==> config.mk <==
export PLATFORM = sky130hd
export DESIGN_NAME = smram_tseg_ctrl
export DESIGN_NICKNAME = d
export VERILOG_FILES = /design/src/rtl/smram_pkg.sv /design/src/rtl/smram_cfg_regs.sv /design/src/rtl/smram_router.sv /design/src/rtl/smram_tseg_ctrl.sv
export SDC_FILE = /design/constraint.sdc
export NUM_CORES = 1
export LEC_CHECK = 0
export BUFFER_PORTS_ARGS = -buffer_cell sky130_fd_sc_hd__buf_2
export CORE_AREA = 2 2 68 70
export DETAILED_ROUTE_END_ITERATION = 12
export DIE_AREA = 0 0 70 72
export PLACE_DENSITY = 0.81
export SYNTH_ARGS = -nofsm -noshare
export SYNTH_HDL_FRONTEND = slang
export SYNTH_HIERARCHICAL = 1
export SYNTH_SLANG_ARGS = --single-unit
==> constraint.sdc <==
create_clock -name clk -period 2.3 [get_ports clk]
set_input_delay 0 -clock clk [delete_from_list [all_inputs] [get_ports clk]]
set_output_delay 0 -clock clk [all_outputs]
set_load 0.02 [all_outputs]
==> src/rtl/smram_pkg.sv <==
package smram_pkg;

    // route codes
    typedef enum logic [1:0] {
        RT_DEFAULT = 2'd0,
        RT_DRAM    = 2'd1,
        RT_PCI     = 2'd2,
        RT_HOLE    = 2'd3
    } route_e;

    // configuration byte addresses
    localparam logic [1:0] AD_CTL  = 2'd0;
    localparam logic [1:0] AD_XCTL = 2'd1;
    localparam logic [1:0] AD_QLO  = 2'd2;
    localparam logic [1:0] AD_QHI  = 2'd3;

    // control byte bits
    localparam int CTL_OPEN = 0;
    localparam int CTL_LOCK = 1;
    localparam int CTL_GEN  = 2;
    // extended control byte bits
    localparam int XC_TEN   = 0;
    localparam int XC_TSZ   = 1;
    localparam int XC_HEN   = 7;

    localparam logic [7:0] CTL_MASK_FULL  = 8'h07;
    localparam logic [7:0] XCTL_MASK_FULL = 8'h87;
    localparam logic [7:0] CTL_MASK_LCK   = 8'h00;
    localparam logic [7:0] XCTL_MASK_LCK  = 8'h00;

    localparam logic [15:0] QUERY_CODE = 16'hFFFF;

    // fixed windows
    localparam logic [31:0] LOW_WIN_BASE  = 32'h000A_0000;
    localparam logic [31:0] HIGH_WIN_BASE = 32'hFEDA_0000;
    localparam logic [31:0] WIN_BYTES     = 32'h0002_0000;

    typedef struct packed {
        logic       open;
        logic       lock;
        logic       gen;
        logic       hen;
        logic       ten;
        logic [1:0] tsz;
    } smram_cfg_t;

    function automatic logic [31:0] tseg_bytes(input logic [1:0] code,
                                               input logic [31:0] ext_mb);
        case (code)
            2'd0:    return 32'h0010_0000;
            2'd1:    return 32'h0020_0000;
            2'd2:    return 32'h0080_0000;
            default: return ext_mb << 20;
        endcase
    endfunction

    function automatic logic in_win(input logic [31:0] a, input logic [31:0] base);
        return (a >= base) && (a < base + WIN_BYTES);
    endfunction

endpackage

==> src/rtl/smram_cfg_regs.sv <==
module smram_cfg_regs
    import smram_pkg::*;
#(
    parameter int EXT_MB     = 16,
    parameter int EXT_MAX_MB = 4095
) (
    input  logic       clk,
    input  logic       rst,
    input  logic       we,
    input  logic [1:0] waddr,
    input  logic [7:0] wdata,
    input  logic [1:0] raddr,
    output logic [7:0] rdata,
    output smram_cfg_t cfg,
    output logic       err
);
    localparam logic [15:0] EXT_W   = 16'(EXT_MB);
    localparam logic [15:0] QRY_RST = (EXT_MB != 0) ? QUERY_CODE : 16'h0000;

    logic [7:0]  ctl_q, xctl_q, ctl_nx, xctl_nx;
    logic [15:0] qry_q, qry_nx, qry_mrg;
    logic        locked;

    assign locked = ctl_q[CTL_LOCK];

    always_comb begin
        logic [7:0] cm, xm;
        cm      = locked ? CTL_MASK_LCK  : CTL_MASK_FULL;
        xm      = locked ? XCTL_MASK_LCK : XCTL_MASK_FULL;
        ctl_nx  = ctl_q;
        xctl_nx = xctl_q;
        qry_mrg = qry_q;
        if (we) begin
            case (waddr)
                AD_CTL: begin
                    ctl_nx = (ctl_q & ~cm) | (wdata & cm);
                    if (ctl_nx[CTL_LOCK]) ctl_nx[CTL_OPEN] = 1'b0;
                end
                AD_XCTL: xctl_nx = (xctl_q & ~xm) | (wdata & xm);
                AD_QLO:  qry_mrg = {qry_q[15:8], wdata};
                default: qry_mrg = {wdata, qry_q[7:0]};
            endcase
        end
        qry_nx = ((EXT_MB != 0) && qry_mrg == QUERY_CODE) ? EXT_W : qry_mrg;
    end

    always_ff @(posedge clk) begin
        if (rst) begin
            ctl_q  <= 8'h00;
            xctl_q <= 8'h00;
            qry_q  <= QRY_RST;
            err    <= (EXT_MB > EXT_MAX_MB);
        end else begin
            ctl_q  <= ctl_nx;
            xctl_q <= xctl_nx;
            if (we && (waddr == AD_QLO || waddr == AD_QHI)) qry_q <= qry_nx;
        end
    end

    always_comb begin
        case (raddr)
            AD_CTL:  rdata = ctl_q;
            AD_XCTL: rdata = xctl_q;
            AD_QLO:  rdata = qry_q[7:0];
            default: rdata = qry_q[15:8];
        endcase
    end

    assign cfg.open = ctl_q[CTL_OPEN];
    assign cfg.lock = ctl_q[CTL_LOCK];
    assign cfg.gen  = ctl_q[CTL_GEN];
    assign cfg.hen  = xctl_q[XC_HEN];
    assign cfg.ten  = xctl_q[XC_TEN];
    assign cfg.tsz  = xctl_q[XC_TSZ +: 2];

    // lock and open never both set
    a_r3_lock_closes: assert property (@(posedge clk) disable iff (rst)
        ctl_q[CTL_LOCK] |-> !ctl_q[CTL_OPEN]);
    // lock is sticky until reset
    a_r3_lock_sticky: assert property (@(posedge clk) disable iff (rst)
        ($past(ctl_q[CTL_LOCK]) && !$past(rst)) |-> ctl_q[CTL_LOCK]);
    // extended control frozen while locked
    a_r3_xctl_frozen: assert property (@(posedge clk) disable iff (rst)
        ($past(ctl_q[CTL_LOCK]) && !$past(rst)) |-> $stable(xctl_q));
endmodule

==> src/rtl/smram_router.sv <==
module smram_router
    import smram_pkg::*;
#(
    parameter logic [31:0] BELOW4G = 32'h8000_0000,
    parameter int          EXT_MB  = 16
) (
    input  smram_cfg_t  cfg,
    input  logic [31:0] addr,
    input  logic        smm,
    output route_e      route
);
    logic [31:0] tsz_b, tbase;
    logic        in_low, in_high, in_tseg;
    route_e      plain;

    assign tsz_b   = tseg_bytes(cfg.tsz, 32'(EXT_MB));
    assign tbase   = BELOW4G - tsz_b;
    assign in_low  = in_win(addr, LOW_WIN_BASE);
    assign in_high = in_win(addr, HIGH_WIN_BASE);
    assign in_tseg = cfg.ten && (addr >= tbase) && (addr < BELOW4G);

    // view of a non-SMM agent
    always_comb begin
        plain = RT_DEFAULT;
        if (in_low)
            plain = (cfg.open && !cfg.hen) ? RT_DRAM : RT_PCI;
        else if (in_high)
            plain = (cfg.open && cfg.hen) ? RT_DRAM : RT_DEFAULT;
        else if (in_tseg)
            plain = RT_HOLE;
    end

    // SMM overlays its own windows on top of the plain view
    always_comb begin
        route = plain;
        if (smm) begin
            if (in_low && cfg.gen && !cfg.hen)      route = RT_DRAM;
            else if (in_high && cfg.gen && cfg.hen) route = RT_DRAM;
            else if (in_tseg)                       route = RT_DRAM;
        end
    end
endmodule

==> src/rtl/smram_tseg_ctrl.sv <==
module smram_tseg_ctrl
    import smram_pkg::*;
#(
    parameter logic [31:0] BELOW4G    = 32'h8000_0000,
    parameter int          EXT_MB     = 16,
    parameter int          EXT_MAX_MB = 4095
) (
    input  logic        clk,
    input  logic        rst,
    input  logic        cfg_we,
    input  logic [1:0]  cfg_waddr,
    input  logic [7:0]  cfg_wdata,
    input  logic [1:0]  cfg_raddr,
    output logic [7:0]  cfg_rdata,
    input  logic [31:0] acc_addr,
    input  logic        acc_smm,
    output logic [1:0]  acc_route,
    output logic        size_err
);
    smram_cfg_t cfg;
    route_e     rt;

    smram_cfg_regs #(.EXT_MB(EXT_MB), .EXT_MAX_MB(EXT_MAX_MB)) u_regs (
        .clk(clk), .rst(rst), .we(cfg_we), .waddr(cfg_waddr), .wdata(cfg_wdata),
        .raddr(cfg_raddr), .rdata(cfg_rdata), .cfg(cfg), .err(size_err)
    );

    smram_router #(.BELOW4G(BELOW4G), .EXT_MB(EXT_MB)) u_route (
        .cfg(cfg), .addr(acc_addr), .smm(acc_smm), .route(rt)
    );

    assign acc_route = rt;

    // blackhole only for non-SMM agents
    a_r8_hole_nonsmm: assert property (@(posedge clk) disable iff (rst)
        (acc_route == 2'd3) |-> !acc_smm);
    // closed configuration keeps low window on PCI for non-SMM
    a_r4_closed_low: assert property (@(posedge clk) disable iff (rst)
        (!cfg.open && !acc_smm && in_win(acc_addr, LOW_WIN_BASE)) |-> (acc_route == 2'd2));
    // enabled SMRAM in low window reaches DRAM for SMM
    a_r6_smm_low: assert property (@(posedge clk) disable iff (rst)
        (acc_smm && cfg.gen && !cfg.hen && in_win(acc_addr, LOW_WIN_BASE)) |-> (acc_route == 2'd1));
    // high alias never maps DRAM to non-SMM unless open
    a_r5_high_closed: assert property (@(posedge clk) disable iff (rst)
        (!cfg.open && !acc_smm && in_win(acc_addr, HIGH_WIN_BASE)) |-> (acc_route == 2'd0));
endmodule

==> parameters.txt, run 1 <==
Parameter                              Value

Logic synthesis
  Ys async rst share    0%
  Dominant cells by area after synthesis    sky130_fd_sc_hd__dfxtp_1, sky130_fd_sc_hd__ha_1, sky130_fd_sc_hd__a21oi_1
  Cell taking the most area after synthesis    sky130_fd_sc_hd__dfxtp_1
  Synth Area per Inst    8.223 µm²
  Count of state elements after synthesis    23
  Number of synthesized flops with an enable pin    0
  Yosys Warn Count    6
  Synth top area share    23.73%
  Post-Synthesis Cell Area    0.001941 mm²
  Synthesized instance count    236
  Top flip-flop cell by instance count after synthesis    sky130_fd_sc_hd__dfxtp_1
  Post-synthesis sequential area ratio    23.73%
  Count of different cell masters after synthesis    61

Routing
  Routed via count    2087
  First-pass iteration count of the detailed router    4
  Final routed DRC violation total    0
  Total wire length after detailed routing    5398 µm
  Wirelength per Cell    15.29 µm
  Via/cell ratio    5.912
  Starting DRT DRC Count    84
  Remaining antenna violation count    0

Status
  Failing checks    setup timing
  Result of the run    complete, but fails checks

Final layout
  Area growth from synthesis to layout    26.89%
  Util after Layout    57.75%
  Total number of nets in the final design    361
  N_diodes    0
  Fraction of final layout cells sized beyond drive strength 1    35.22%

Worst setup path
  Worst stage delay on the critical path    0.47 ns
  Critical path capture point type    output port
  Sequence of cells on the critical path    nor2_2 > inv_1 > ha_1 > inv_1 > ha_1 > or4b_4 > nor4_4 > nand4_1 > buf_4 > a211oi_2 > a211oi_2 > nor2_2 > buf_6
  Worst EP arrival    2.82 ns
  Worst r2r src    u_regs/qry_q[11]
  Critical path fanouts, max    4
  Required time at the worst-slack endpoint    2.30 ns
  Critical path start-end classification    reg -> out
  Number of cells on the worst reg-to-reg path    6
  Critical Path Slowest Stage Cell    sky130_fd_sc_hd__or4b_4
  Critical path launch point type    flip-flop

Global routing
  Initial antenna violation count    0
  Via count of the first global-routing pass    1934
  Pin count of the biggest net entering global routing    25
  Aggregate global-route resource usage    20.93%
  Total congestion overflow    0
  First-pass GRT wire length    8769 µm

Hold path
  Worst min-delay path class    in -> reg
  Startpoint of the most critical hold path    cfg_wdata[7]
  Hold Crit Depth    3

Floorplan
  Floorplan die height    72 µm
  Initial core utilization    45.51%
  Placeable Area    0.004264 mm²
  Count of boundary I/O pins    59
  X dimension of the die    70 µm
  Floorplan row count    24
  Die Footprint    0.005040 mm²

Clock network
  Total CTS buffers    3
  Clock latency on the worst-skew pair    0.26 ns
  # H-tree levels    1
  TritonCTS clock tree    built
  Clock transition at the register clock pins on the worst setup and hold paths after CTS    0.08 ns
  Root buffer cell    sky130_fd_sc_hd__clkbuf_8
  TritonCTS sink count    23
  Clock Tree Buf Depth    2

STA
  Setup violation total in the final timing report    2
  Headroom to the max-slew limit    61.54%
  Post-Route Setup TNS    -1.028 ns
  Final worst path period need    2.818 ns
  Number of pins exceeding their max-slew limit in the final report    0
  Worst-case clock skew    0.005828 ns
  Post-layout worst setup margin    -0.5177 ns
  Share of the clock period used by the worst path after layout    122.5%
  Worst Tran Pin Value    0.5716 ns
  Max Clk Rate    354.9 MHz
  Final hold violation count    0
  Worst hold-check slack    0.03776 ns
  Unrepaired setup endpoints after global routing    yes

Placement
  I/O Buffers    57
  DP Worst Slack    -0.3351 ns
  Weighted congestion reported at the end of routability-driven placement    0.8740
  Post-detailed-placement half-perimeter wirelength    3927 µm

Power
  Largest vdd supply drop    0.0003320 V
  Static leakage power    0.001173 µW
  Pwr Total    1009 µW
  Power density normalized to cell area    409.8 mW/mm²

Job
  Reported max-cap violation count    0
-- where the power goes --
part | internal, µW | switching [µW] | leakage, µW
logic | 145 | 173 | 0.000958
registers | 422 | 23.7 | 0.000190
clock network | 121 | 124 | 0.0000255
total | 688 | 321 | 0.00117
-- critical path, delay by kind of cell (launching register included) --
kind | cells | cell delay (ns)
simple gates | 5 | 1.01
flops | 1 | 0.34
buf+inv | 4 | 0.42
fa+ha+maj | 2 | 0.54
compound gates | 2 | 0.26
-- cells in the mapped netlist, drive strengths merged (3+ instances only) --
cell / number
a21boi: 3
a21oi: 21
and2: 3
buf: 6
clkbuf: 8
dfxtp: 23
ha: 11
inv: 7
mux2i: 9
mux4: 3
nand2: 27
nand2b: 5
nand3: 7
nand4: 11
nor2: 12
nor2b: 6
nor3: 3
nor4: 6
o21ai: 4
o22ai: 16
or4: 3
-- metrics by stage --
stage                     cell area (µm²)  cells
after floorplan                      1956    237
after global placement               2310    344
after detailed placement             2310    344
after CTS                            2416    352
after global routing                 2462    353
final                                2462    353
-- path summary, 6_finish.rpt --
check                     endpoint  slack, ns
hold / removal           flip-flop       0.04
setup / recovery      acc_route[0]      -0.52
setup reg to reg  u_regs/qry_q[10]       0.46
hold reg to reg   u_regs/qry_q[14]       0.50
-- cell usage in the layout (no fill, tap or decap), types with 3 or more instances in the layout --
cell / netlist / layout
sky130_fd_sc_hd__nand3_1: 7 / 6
sky130_fd_sc_hd__clkbuf_8: 0 / 3
sky130_fd_sc_hd__nand4_1: 11 / 11
sky130_fd_sc_hd__o22ai_1: 12 / 12
sky130_fd_sc_hd__nor2_1: 12 / 10
sky130_fd_sc_hd__inv_1: 7 / 7
sky130_fd_sc_hd__nand2b_1: 5 / 5
sky130_fd_sc_hd__dfxtp_1: 23 / 21
sky130_fd_sc_hd__nand2_1: 27 / 27
sky130_fd_sc_hd__mux4_2: 3 / 3
sky130_fd_sc_hd__a21oi_1: 21 / 21
sky130_fd_sc_hd__buf_2: 1 / 55
sky130_fd_sc_hd__nor2b_1: 6 / 6
sky130_fd_sc_hd__buf_4: 2 / 16
sky130_fd_sc_hd__mux2i_1: 9 / 9
sky130_fd_sc_hd__o22ai_2: 4 / 4
sky130_fd_sc_hd__o21ai_0: 4 / 3
sky130_fd_sc_hd__a21boi_0: 3 / 3
sky130_fd_sc_hd__or4_1: 3 / 3
sky130_fd_sc_hd__ha_1: 11 / 11
sky130_fd_sc_hd__conb_1: 2 / 3
sky130_fd_sc_hd__nor4_4: 2 / 3
-- routing by layer --
| metal | global-route usage, % | up-vias | routed length, µm |
|---|---|---|---|
| met4 | 6.197 | 0 | 23 |
| met5 | 0 | - | 0 |
| met3 | 2.639 | 4 | 369 |
| met2 | 39.15 | 77 | 2782 |
| li1 | - | 1026 | - |
| met1 | 25.17 | 980 | 2222 |
-- area by class of cell --
cell class	count	area (µm²)
Fill cell	391	1802
Multi-Input combinational cell	193	1434
Sequential cell	23	462.9
Timing Repair Buffer	74	427.9
Tap cell	52	65.06
Clock buffer	3	41.29
Inverter	7	26.28
Clock inverter	1	5.005
-- timing repair --
item / CTS / global route
endpoints found under the hold margin: 1 / 0
gates resized for setup: 8 / 7
pin swaps: 4 / 5
cloned: 0 / 0
setup endpoints to repair: 2 / 2
buffers inserted: 3 / 1
hold buffers: 1 / 0
-- logic make-up (layout without fill, tap and decap cells) --
kind of cell | Yosys count | after routing | share of synthesized area (%)
AND/OR/NAND/NOR | 104 | 104 | 32.50
AO/OA/AOI/OAI | 62 | 62 | 21.79
flip-flops | 23 | 23 | 23.73
buffers and inverters | 21 | 85 | 5.802
multiplexers | 13 | 13 | 8.704
adder cells (fa/ha/maj) | 11 | 11 | 7.092
other | 2 | 3 | 0.3870
Power figures use the tool's default switching activity.
==> run 2: changes to the inputs <==
--- a/config.mk
+++ b/config.mk
@@ -10,6 +10,7 @@
 export DETAILED_ROUTE_END_ITERATION = 12
 export DIE_AREA = 0 0 70 72
 export PLACE_DENSITY = 0.81
+export SETUP_SLACK_MARGIN = 0.5
 export SYNTH_ARGS = -nofsm -noshare
 export SYNTH_HDL_FRONTEND = slang
 export SYNTH_HIERARCHICAL = 1
==> run 2 against run 1 <==
  * Critical path depth did not move
  * Largest cell class unchanged
  * Worst setup slack improved by 0.0027 ns
  * Flip-flop and latch count is the same
  * Critical endpoint unchanged
  * Power increased by 0.15%
  * The run still ends with setup timing left
  * Maximum frequency hardly changed
  * Combinational power about the same
==> parameters.txt, run 2 (synthesized netlist as in run 1, its figures left out) <==
Parameter                              Value

Status
  Result of the run    complete, but fails checks (unchanged)
  Failing checks    setup timing (unchanged)

Routing
  M1 WL    2223 µm (was 2222 µm)
  Remaining antenna violation count    0 (unchanged)
  Met2 wire length    2752 µm (was 2782 µm)
  Top layer reached by signal wires    met4 (unchanged)
  First-pass iteration count of the detailed router    4 (unchanged)
  Total wire length after detailed routing    5434 µm (was 5398 µm)
  Final routed DRC violation total    0 (unchanged)
  Wirelength per Cell    15.35 µm (was 15.29 µm)
  Routed via count    2089 (was 2087)
  Via/cell ratio    5.901 (was 5.912)
  Detailed route wirelength on metal3    421 µm (was 369 µm)
  Starting DRT DRC Count    107 (was 84)

Placement
  Post-detailed-placement half-perimeter wirelength    3927 µm (unchanged)
  Weighted congestion reported at the end of routability-driven placement    0.8740 (unchanged)
  DP Worst Slack    -0.3351 ns (unchanged)
  I/O Buffers    57 (unchanged)
  Post-placement cell count    344 (unchanged)

Clock network
  Clock Tree Buf Depth    2 (unchanged)
  Clock latency on the worst-skew pair    0.26 ns (about the same)
  TritonCTS clock tree    built (unchanged)
  Clock transition at the register clock pins on the worst setup and hold paths after CTS    0.08 ns (about the same)
  TritonCTS sink count    23 (unchanged)
  Total CTS buffers    3 (unchanged)
  # H-tree levels    1 (unchanged)
  Root buffer cell    sky130_fd_sc_hd__clkbuf_8 (unchanged)

Hold path
  Startpoint of the most critical hold path    cfg_wdata[7] (unchanged)
  Worst min-delay path class    in -> reg (unchanged)

Worst setup path
  Critical path capture point type    output port (unchanged)
  Critical path launch point type    flip-flop (unchanged)
  Required time at the worst-slack endpoint    2.30 ns (about the same)
  Worst EP arrival    2.82 ns (about the same)
  Critical path start-end classification    reg -> out (unchanged)
  Critical path fanouts, max    4 (unchanged)
  Worst r2r src    u_regs/qry_q[6] (was u_regs/qry_q[11])

STA
  Share of the clock period used by the worst path after layout    122.4% (was 122.5%)
  Headroom to the max-slew limit    61.51% (was 61.54%)
  Max Clk Rate    355.2 MHz (was 354.9 MHz)
  Setup violation total in the final timing report    2 (unchanged)
  Number of pins exceeding their max-slew limit in the final report    0 (unchanged)
  Worst Tran Pin Value    0.5721 ns (was 0.5716 ns)
  Unrepaired setup endpoints after global routing    yes (unchanged)
  Final hold violation count    0 (unchanged)
  Worst-case clock skew    0.006950 ns (was 0.005828 ns)
  Final worst path period need    2.815 ns (was 2.818 ns)
  Post-layout worst setup margin    -0.5150 ns (was -0.5177 ns)

Floorplan
  X dimension of the die    70 µm (unchanged)
  Initial core utilization    45.51% (unchanged)
  Count of boundary I/O pins    59 (unchanged)
  Placeable Area    0.004264 mm² (unchanged)
  Die Footprint    0.005040 mm² (unchanged)
  Floorplan row count    24 (unchanged)
  Floorplan die height    72 µm (unchanged)

Final layout
  Non-Filler Instances    354 (was 353)
  Fraction of final layout cells sized beyond drive strength 1    35.43% (was 35.22%)
  Util after Layout    57.92% (was 57.75%)
  Most common library cell in the layout ignoring fill and taps    sky130_fd_sc_hd__buf_2 (unchanged)
  Top library cells by usage in the layout, fill and taps aside    sky130_fd_sc_hd__buf_2, sky130_fd_sc_hd__nand2_1, sky130_fd_sc_hd__a21oi_1, sky130_fd_sc_hd__dfxtp_1, sky130_fd_sc_hd__buf_4 (unchanged)
  Total number of nets in the final design    362 (was 361)
  N_diodes    0 (unchanged)
  Area growth from synthesis to layout    27.27% (was 26.89%)

Power
  Seq pwr share    44.1% (was 44.2%)
  Switching component of the power    322.2 µW (was 321.1 µW)
  Static leakage power    0.001178 µW (was 0.001173 µW)
  Clock power frac    24.2% (about the same)
  Largest vdd supply drop    0.0003300 V (was 0.0003320 V)
  Proportion of total power due to net switching    31.88% (was 31.81%)
  Power density normalized to cell area    409.2 mW/mm² (was 409.8 mW/mm²)
  Design internal power    688.5 µW (was 688.1 µW)
  Comb pwr share    31.6% (about the same)
  Pwr Total    1011 µW (was 1009 µW)

Global routing
  Via count of the first global-routing pass    1926 (was 1934)
  Aggregate global-route resource usage    21.05% (was 20.93%)
  Initial antenna violation count    0 (unchanged)
  First-pass GRT wire length    8832 µm (was 8769 µm)
  Pin count of the biggest net entering global routing    25 (unchanged)
  Total congestion overflow    0 (unchanged)

Job
  Reported max-cap violation count    0 (unchanged)
## run 2: layout make-up
cell class / count / area [µm²]
flip-flops and latches: 23 / 462.9
multi-input cells: 193 / 1434
well taps: 52 / 65.06
clock buffers: 3 / 41.29
fillers: 390 / 1794
clock inverters: 1 / 5.005
inverters: 7 / 26.28
repair buffers: 75 / 435.4
## run 2: worst paths after layout
path | endpoint | slack [ns] | cells after the start
setup reg to reg | u_regs/qry_q[10] | 0.62 | 6
hold reg to reg | u_regs/qry_q[14] | 0.50 | 2
hold / removal | flip-flop | 0.04 | 3
setup / recovery | acc_route[0] | -0.52 | 13
## run 2: worst max-delay path: stages (launching register included)
cell and delay [ns]:
sky130_fd_sc_hd__dfxtp_2 0.34, sky130_fd_sc_hd__nor2_2 0.12, sky130_fd_sc_hd__inv_1 0.05, sky130_fd_sc_hd__ha_1 0.27
sky130_fd_sc_hd__inv_1 0.04, sky130_fd_sc_hd__ha_1 0.27, sky130_fd_sc_hd__or4b_4 0.47, sky130_fd_sc_hd__nor4_4 0.13
sky130_fd_sc_hd__nand4_1 0.17, sky130_fd_sc_hd__buf_4 0.20, sky130_fd_sc_hd__a211oi_2 0.19, sky130_fd_sc_hd__a211oi_2 0.07
sky130_fd_sc_hd__nor2_2 0.12, sky130_fd_sc_hd__buf_6 0.12
## run 2: metal layers
metal	track usage, %	vias to the layer above
met3	2.639	6
li1	-	1025
met5	0	-
met4	6.624	0
met1	25.95	970
met2	38.41	88
## run 2: through the flow
stage | setup TNS (ns) | area, µm² | hold slack (ns)
detailed placement | -0.5789 | 2310 | 0.2694
global placement | -0.4868 | 2310 | 0.2630
global route | -1.321 | 2470 | 0.05478
floorplan | -0.1089 | 1956 | 0.1212
finish | -1.023 | 2470 | 0.03908
CTS | -1.173 | 2424 | 0.02954
## run 2: timing repair
| item | CTS | global route |
|---|---|---|
| pin swaps | 5 | 5 |
| resized for setup | 8 | 7 |
| hold endpoints to repair | 1 | 0 |
| hold buffers | 1 | 0 |
| buffers inserted | 4 | 1 |
| endpoints found under the setup margin | 9 | 2 |
## run 2: power groups by stage
| stage | Combinational, µW | Clock (µW) | Sequential, µW |
|---|---|---|---|
| after floorplan | 199 | 0 | 447 |
| after global routing | 350 | 270 | 449 |
| final | 320 | 245 | 446 |
| after CTS | 312 | 256 | 445 |
| after detailed placement | 304 | 0 | 454 |
| after global placement | 298 | 0 | 453 |
==> run 3: changes to the inputs <==
--- a/config.mk
+++ b/config.mk
@@ -6,12 +6,11 @@
 export NUM_CORES = 1
 export LEC_CHECK = 0
 export BUFFER_PORTS_ARGS = -buffer_cell sky130_fd_sc_hd__buf_2
-export CORE_AREA = 2 2 68 70
+export CORE_AREA = 2 2 66 68
 export DETAILED_ROUTE_END_ITERATION = 12
-export DIE_AREA = 0 0 70 72
-export PLACE_DENSITY = 0.81
+export DIE_AREA = 0 0 68 70
+export PLACE_DENSITY = 0.8
 export SETUP_SLACK_MARGIN = 0.5
 export SYNTH_ARGS = -nofsm -noshare
 export SYNTH_HDL_FRONTEND = slang
-export SYNTH_HIERARCHICAL = 1
 export SYNTH_SLANG_ARGS = --single-unit
==> constraint.sdc (replaced) <==
create_clock -name clk -period 2.3 [get_ports clk]
set_input_delay 0 -clock clk [delete_from_list [all_inputs] [get_ports clk]]
set_output_delay 0 -clock clk [all_outputs]
set_load 0.1 [all_outputs]
==> run 3 against run 2 <==
  * The run still ends with setup timing left
  * Largest cell class unchanged
  * Global-route usage up 0.31 points
  * Register-to-register slack got worse by 0.09 ns
  * Sequential power down 1%
  * Critical path depth decreased by 1
  * Cell area unchanged
  * Largest power group unchanged
  * Combinational power up 28%
  * Sequential share of layout area grew 0.51 points
  * Flip-flop and latch count is the same
  * Worst hold slack got worse by 0.031 ns
  * Synthesized area fell by 11%
  * Critical endpoint is now acc_route[1]
==> parameters.txt, run 3 <==
Parameter                              Value

Clock network
  Total CTS buffers    3 (unchanged)
  Clock Tree Buf Depth    2 (unchanged)
  TritonCTS clock tree    built (unchanged)
  Clock latency on the worst-skew pair    0.28 ns (was 0.26 ns)
  Root buffer cell    sky130_fd_sc_hd__clkbuf_8 (unchanged)
  # H-tree levels    1 (unchanged)
  TritonCTS sink count    23 (unchanged)
  Clock transition at the register clock pins on the worst setup and hold paths after CTS    0.08 ns (about the same)

Final layout
  N_diodes    0 (unchanged)
  Total number of nets in the final design    329 (was 362)
  Top library cells by usage in the layout, fill and taps aside    sky130_fd_sc_hd__buf_2, sky130_fd_sc_hd__buf_4, sky130_fd_sc_hd__nor2_1 (was sky130_fd_sc_hd__buf_2, sky130_fd_sc_hd__nand2_1, sky130_fd_sc_hd__a21oi_1, sky130_fd_sc_hd__dfxtp_1, sky130_fd_sc_hd__buf_4)
  Util after Layout    59.60% (was 57.92%)
  Fraction of final layout cells sized beyond drive strength 1    48.33% (was 35.43%)
  Area growth from synthesis to layout    42.73% (was 27.27%)
  Most common library cell in the layout ignoring fill and taps    sky130_fd_sc_hd__buf_2 (unchanged)

Hold path
  Hold Crit Depth    2 (was 3)
  Worst min-delay path class    in -> reg (unchanged)

Worst setup path
  Critical Path Slowest Stage Cell    sky130_fd_sc_hd__or4b_4 (unchanged)
  Required time at the worst-slack endpoint    2.30 ns (about the same)
  Number of cells on the critical path    12 (was 13)
  Crit path max-delay family    simple AND/OR/NAND/NOR gates (unchanged)
  Critical path capture point type    output port (unchanged)
  Worst path buffer plus inverter count    3 (was 4)
  Number of cells on the worst reg-to-reg path    6 (unchanged)
  Critical path start-end classification    reg -> out (unchanged)
  Worst EP arrival    2.88 ns (was 2.82 ns)
  Critical path launch point type    flip-flop (unchanged)
  Sequence of cells on the critical path    nor2_2 > inv_1 > ha_1 > inv_1 > ha_1 > or4b_4 > nor4_4 > a32o_1 > o31a_1 > a21oi_2 > mux2_4 > buf_12 (was nor2_2 > inv_1 > ha_1 > inv_1 > ha_1 > or4b_4 > nor4_4 > nand4_1 > buf_4 > a211oi_2 > a211oi_2 > nor2_2 > buf_6)
  Flop-to-flop setup slack    0.53 ns (was 0.62 ns)
  Worst stage delay on the critical path    0.47 ns (about the same)
  Critical path fanouts, max    4 (unchanged)

Logic synthesis
  Post-synthesis sequential area ratio    26.61% (was 23.73%)
  Count of state elements after synthesis    23 (unchanged)
  Commonest cells in the netlist    sky130_fd_sc_hd__dfxtp_1, sky130_fd_sc_hd__nor2_1, sky130_fd_sc_hd__a221o_1 (was sky130_fd_sc_hd__nand2_1, sky130_fd_sc_hd__dfxtp_1, sky130_fd_sc_hd__a21oi_1)
  Cell with the most instances after synthesis    sky130_fd_sc_hd__dfxtp_1 (was sky130_fd_sc_hd__nand2_1)
  Count of different cell masters after synthesis    53 (was 61)
  Ys async rst share    0% (unchanged)
  Yosys Warn Count    0 (was 6)
  Post-Synthesis Cell Area    0.001730 mm² (was 0.001941 mm²)
  Synthesized instance count    190 (was 236)
  Top flip-flop cell by instance count after synthesis    sky130_fd_sc_hd__dfxtp_1 (unchanged)
  Synth top area share    26.61% (was 23.73%)
  Synth Area per Inst    9.107 µm² (was 8.223 µm²)
  Number of synthesized flops with an enable pin    0 (unchanged)
  Dominant cells by area after synthesis    sky130_fd_sc_hd__dfxtp_1, sky130_fd_sc_hd__ha_1, sky130_fd_sc_hd__a221o_1 (was sky130_fd_sc_hd__dfxtp_1, sky130_fd_sc_hd__ha_1, sky130_fd_sc_hd__a21oi_1)
  Cell taking the most area after synthesis    sky130_fd_sc_hd__dfxtp_1 (unchanged)

Routing
  M1 WL    2070 µm (was 2223 µm)
  Met2 wire length    2784 µm (was 2752 µm)
  First-pass iteration count of the detailed router    4 (unchanged)
  Starting DRT DRC Count    91 (was 107)
  Wirelength per Cell    16.46 µm (was 15.35 µm)
  Routed via count    1926 (was 2089)
  Remaining antenna violation count    0 (unchanged)
  Via/cell ratio    6.000 (was 5.901)
  Total wire length after detailed routing    5284 µm (was 5434 µm)
  Top layer reached by signal wires    met4 (unchanged)
  Detailed route wirelength on metal3    359 µm (was 421 µm)
  Final routed DRC violation total    0 (unchanged)

STA
  Setup violation total in the final timing report    2 (unchanged)
  Final worst path period need    2.876 ns (was 2.815 ns)
  Share of the clock period used by the worst path after layout    125.1% (was 122.4%)
  Worst hold-check slack    0.007710 ns (was 0.03908 ns)
  Final hold violation count    0 (unchanged)
  Unrepaired setup endpoints after global routing    yes (unchanged)
  Number of pins exceeding their max-slew limit in the final report    0 (unchanged)
  Worst-case clock skew    0.005041 ns (was 0.006950 ns)
  Post-Route Setup TNS    -1.137 ns (was -1.023 ns)
  Max Clk Rate    347.7 MHz (was 355.2 MHz)
  Post-layout worst setup margin    -0.5765 ns (was -0.5150 ns)

Placement
  Weighted congestion reported at the end of routability-driven placement    0.8700 (was 0.8740)
  I/O Buffers    57 (unchanged)
  Post-detailed-placement half-perimeter wirelength    3580 µm (was 3927 µm)

Floorplan
  Placeable Area    0.004144 mm² (was 0.004264 mm²)
  Die Footprint    0.004760 mm² (was 0.005040 mm²)
  Count of boundary I/O pins    59 (unchanged)
  Floorplan row count    24 (unchanged)
  X dimension of the die    68 µm (was 70 µm)
  Floorplan die height    70 µm (was 72 µm)
  Initial core utilization    41.76% (was 45.51%)

Power
  Static leakage power    0.001069 µW (was 0.001178 µW)
  Largest vdd supply drop    0.0003154 V (was 0.0003300 V)
  Power density normalized to cell area    450.6 mW/mm² (was 409.2 mW/mm²)

Global routing
  Initial antenna violation count    0 (unchanged)
  Total congestion overflow    0 (unchanged)
  First-pass GRT wire length    7886 µm (was 8832 µm)
  Via count of the first global-routing pass    1731 (was 1926)
  Aggregate global-route resource usage    21.36% (was 21.05%)
  Pin count of the biggest net entering global routing    24 (was 25)

Status
  Result of the run    complete, but fails checks (unchanged)
  Failing checks    setup timing (unchanged)

Job
  Reported max-cap violation count    0 (unchanged)
==> run 3: cell count changes after synthesis, sizes merged, moves of 4 or more <==
cell | before | now
o22ai | 16 | 0
nand4 | 11 | 6
clkbuf | 8 | 4
nand2 | 27 | 8
a221o | 0 | 15
a21oi | 21 | 7
==> run 3: through the flow <==
stage,cell area (µm²),power (µW),std cells,setup slack (ns)
5_1_grt,2470,1162,321,-0.6966
4_1_cts,2380,1083,318,-0.5728
2_1_floorplan,1785,691.5,192,-0.2705
3_3_place_gp,2171,791.0,300,-0.3205
3_5_place_dp,2171,798.8,300,-0.3616
6_report,2470,1113,321,-0.5765
==> run 3: final timing paths <==
path	startpoint	endpoint
min	cfg_wdata[4]	u_regs.qry_q[12]
max reg2reg	u_regs.qry_q[0]	u_regs.qry_q[6]
max	flip-flop	acc_route[1]
min reg2reg	u_regs.qry_q[1]	u_regs.qry_q[1]
==> run 3: logic make-up (layout without fill, tap and decap cells) <==
group           count (synthesis)  count (layout)  share of synthesized area [%]
compound gates                 50              50                          24.15
fa+ha+maj                      11              11                          7.954
other cells                     1               3                         0.2167
buf+inv                        18              95                          5.133
flops                          23              23                          26.61
mux                            16              16                          11.57
simple gates                   71              71                          24.37
==> run 3: report_power, final <==
group          internal (µW)  leakage (µW)  switching (µW)
registers                420      0.000187            19.4
clock network            124     0.0000228             139
logic                    163      0.000859             247
==> run 3: area by class of cell <==
| cell class | instances | area, µm² |
|---|---|---|
| well taps | 52 | 65.06 |
| fillers | 370 | 1674 |
| repair buffers | 82 | 524.3 |
| flip-flops and latches | 23 | 475.5 |
| multi-input cells | 151 | 1326 |
| inverters | 9 | 33.78 |
| clock buffers | 4 | 45.04 |
==> run 3: repair_timing <==
action,in CTS,in global routing
hold buffers,5,0
endpoints found under the hold margin,5,0
endpoints found under the setup margin,14,17
pin swaps,8,16
gates resized for setup,17,20
buffers inserted,9,3
==> run 3: per-layer routing <==
metal	GRT usage [%]	vias up
met4	7.333	0
met5	0	-
met3	1.449	8
met2	40.02	85
met1	24.47	931
li1	-	902
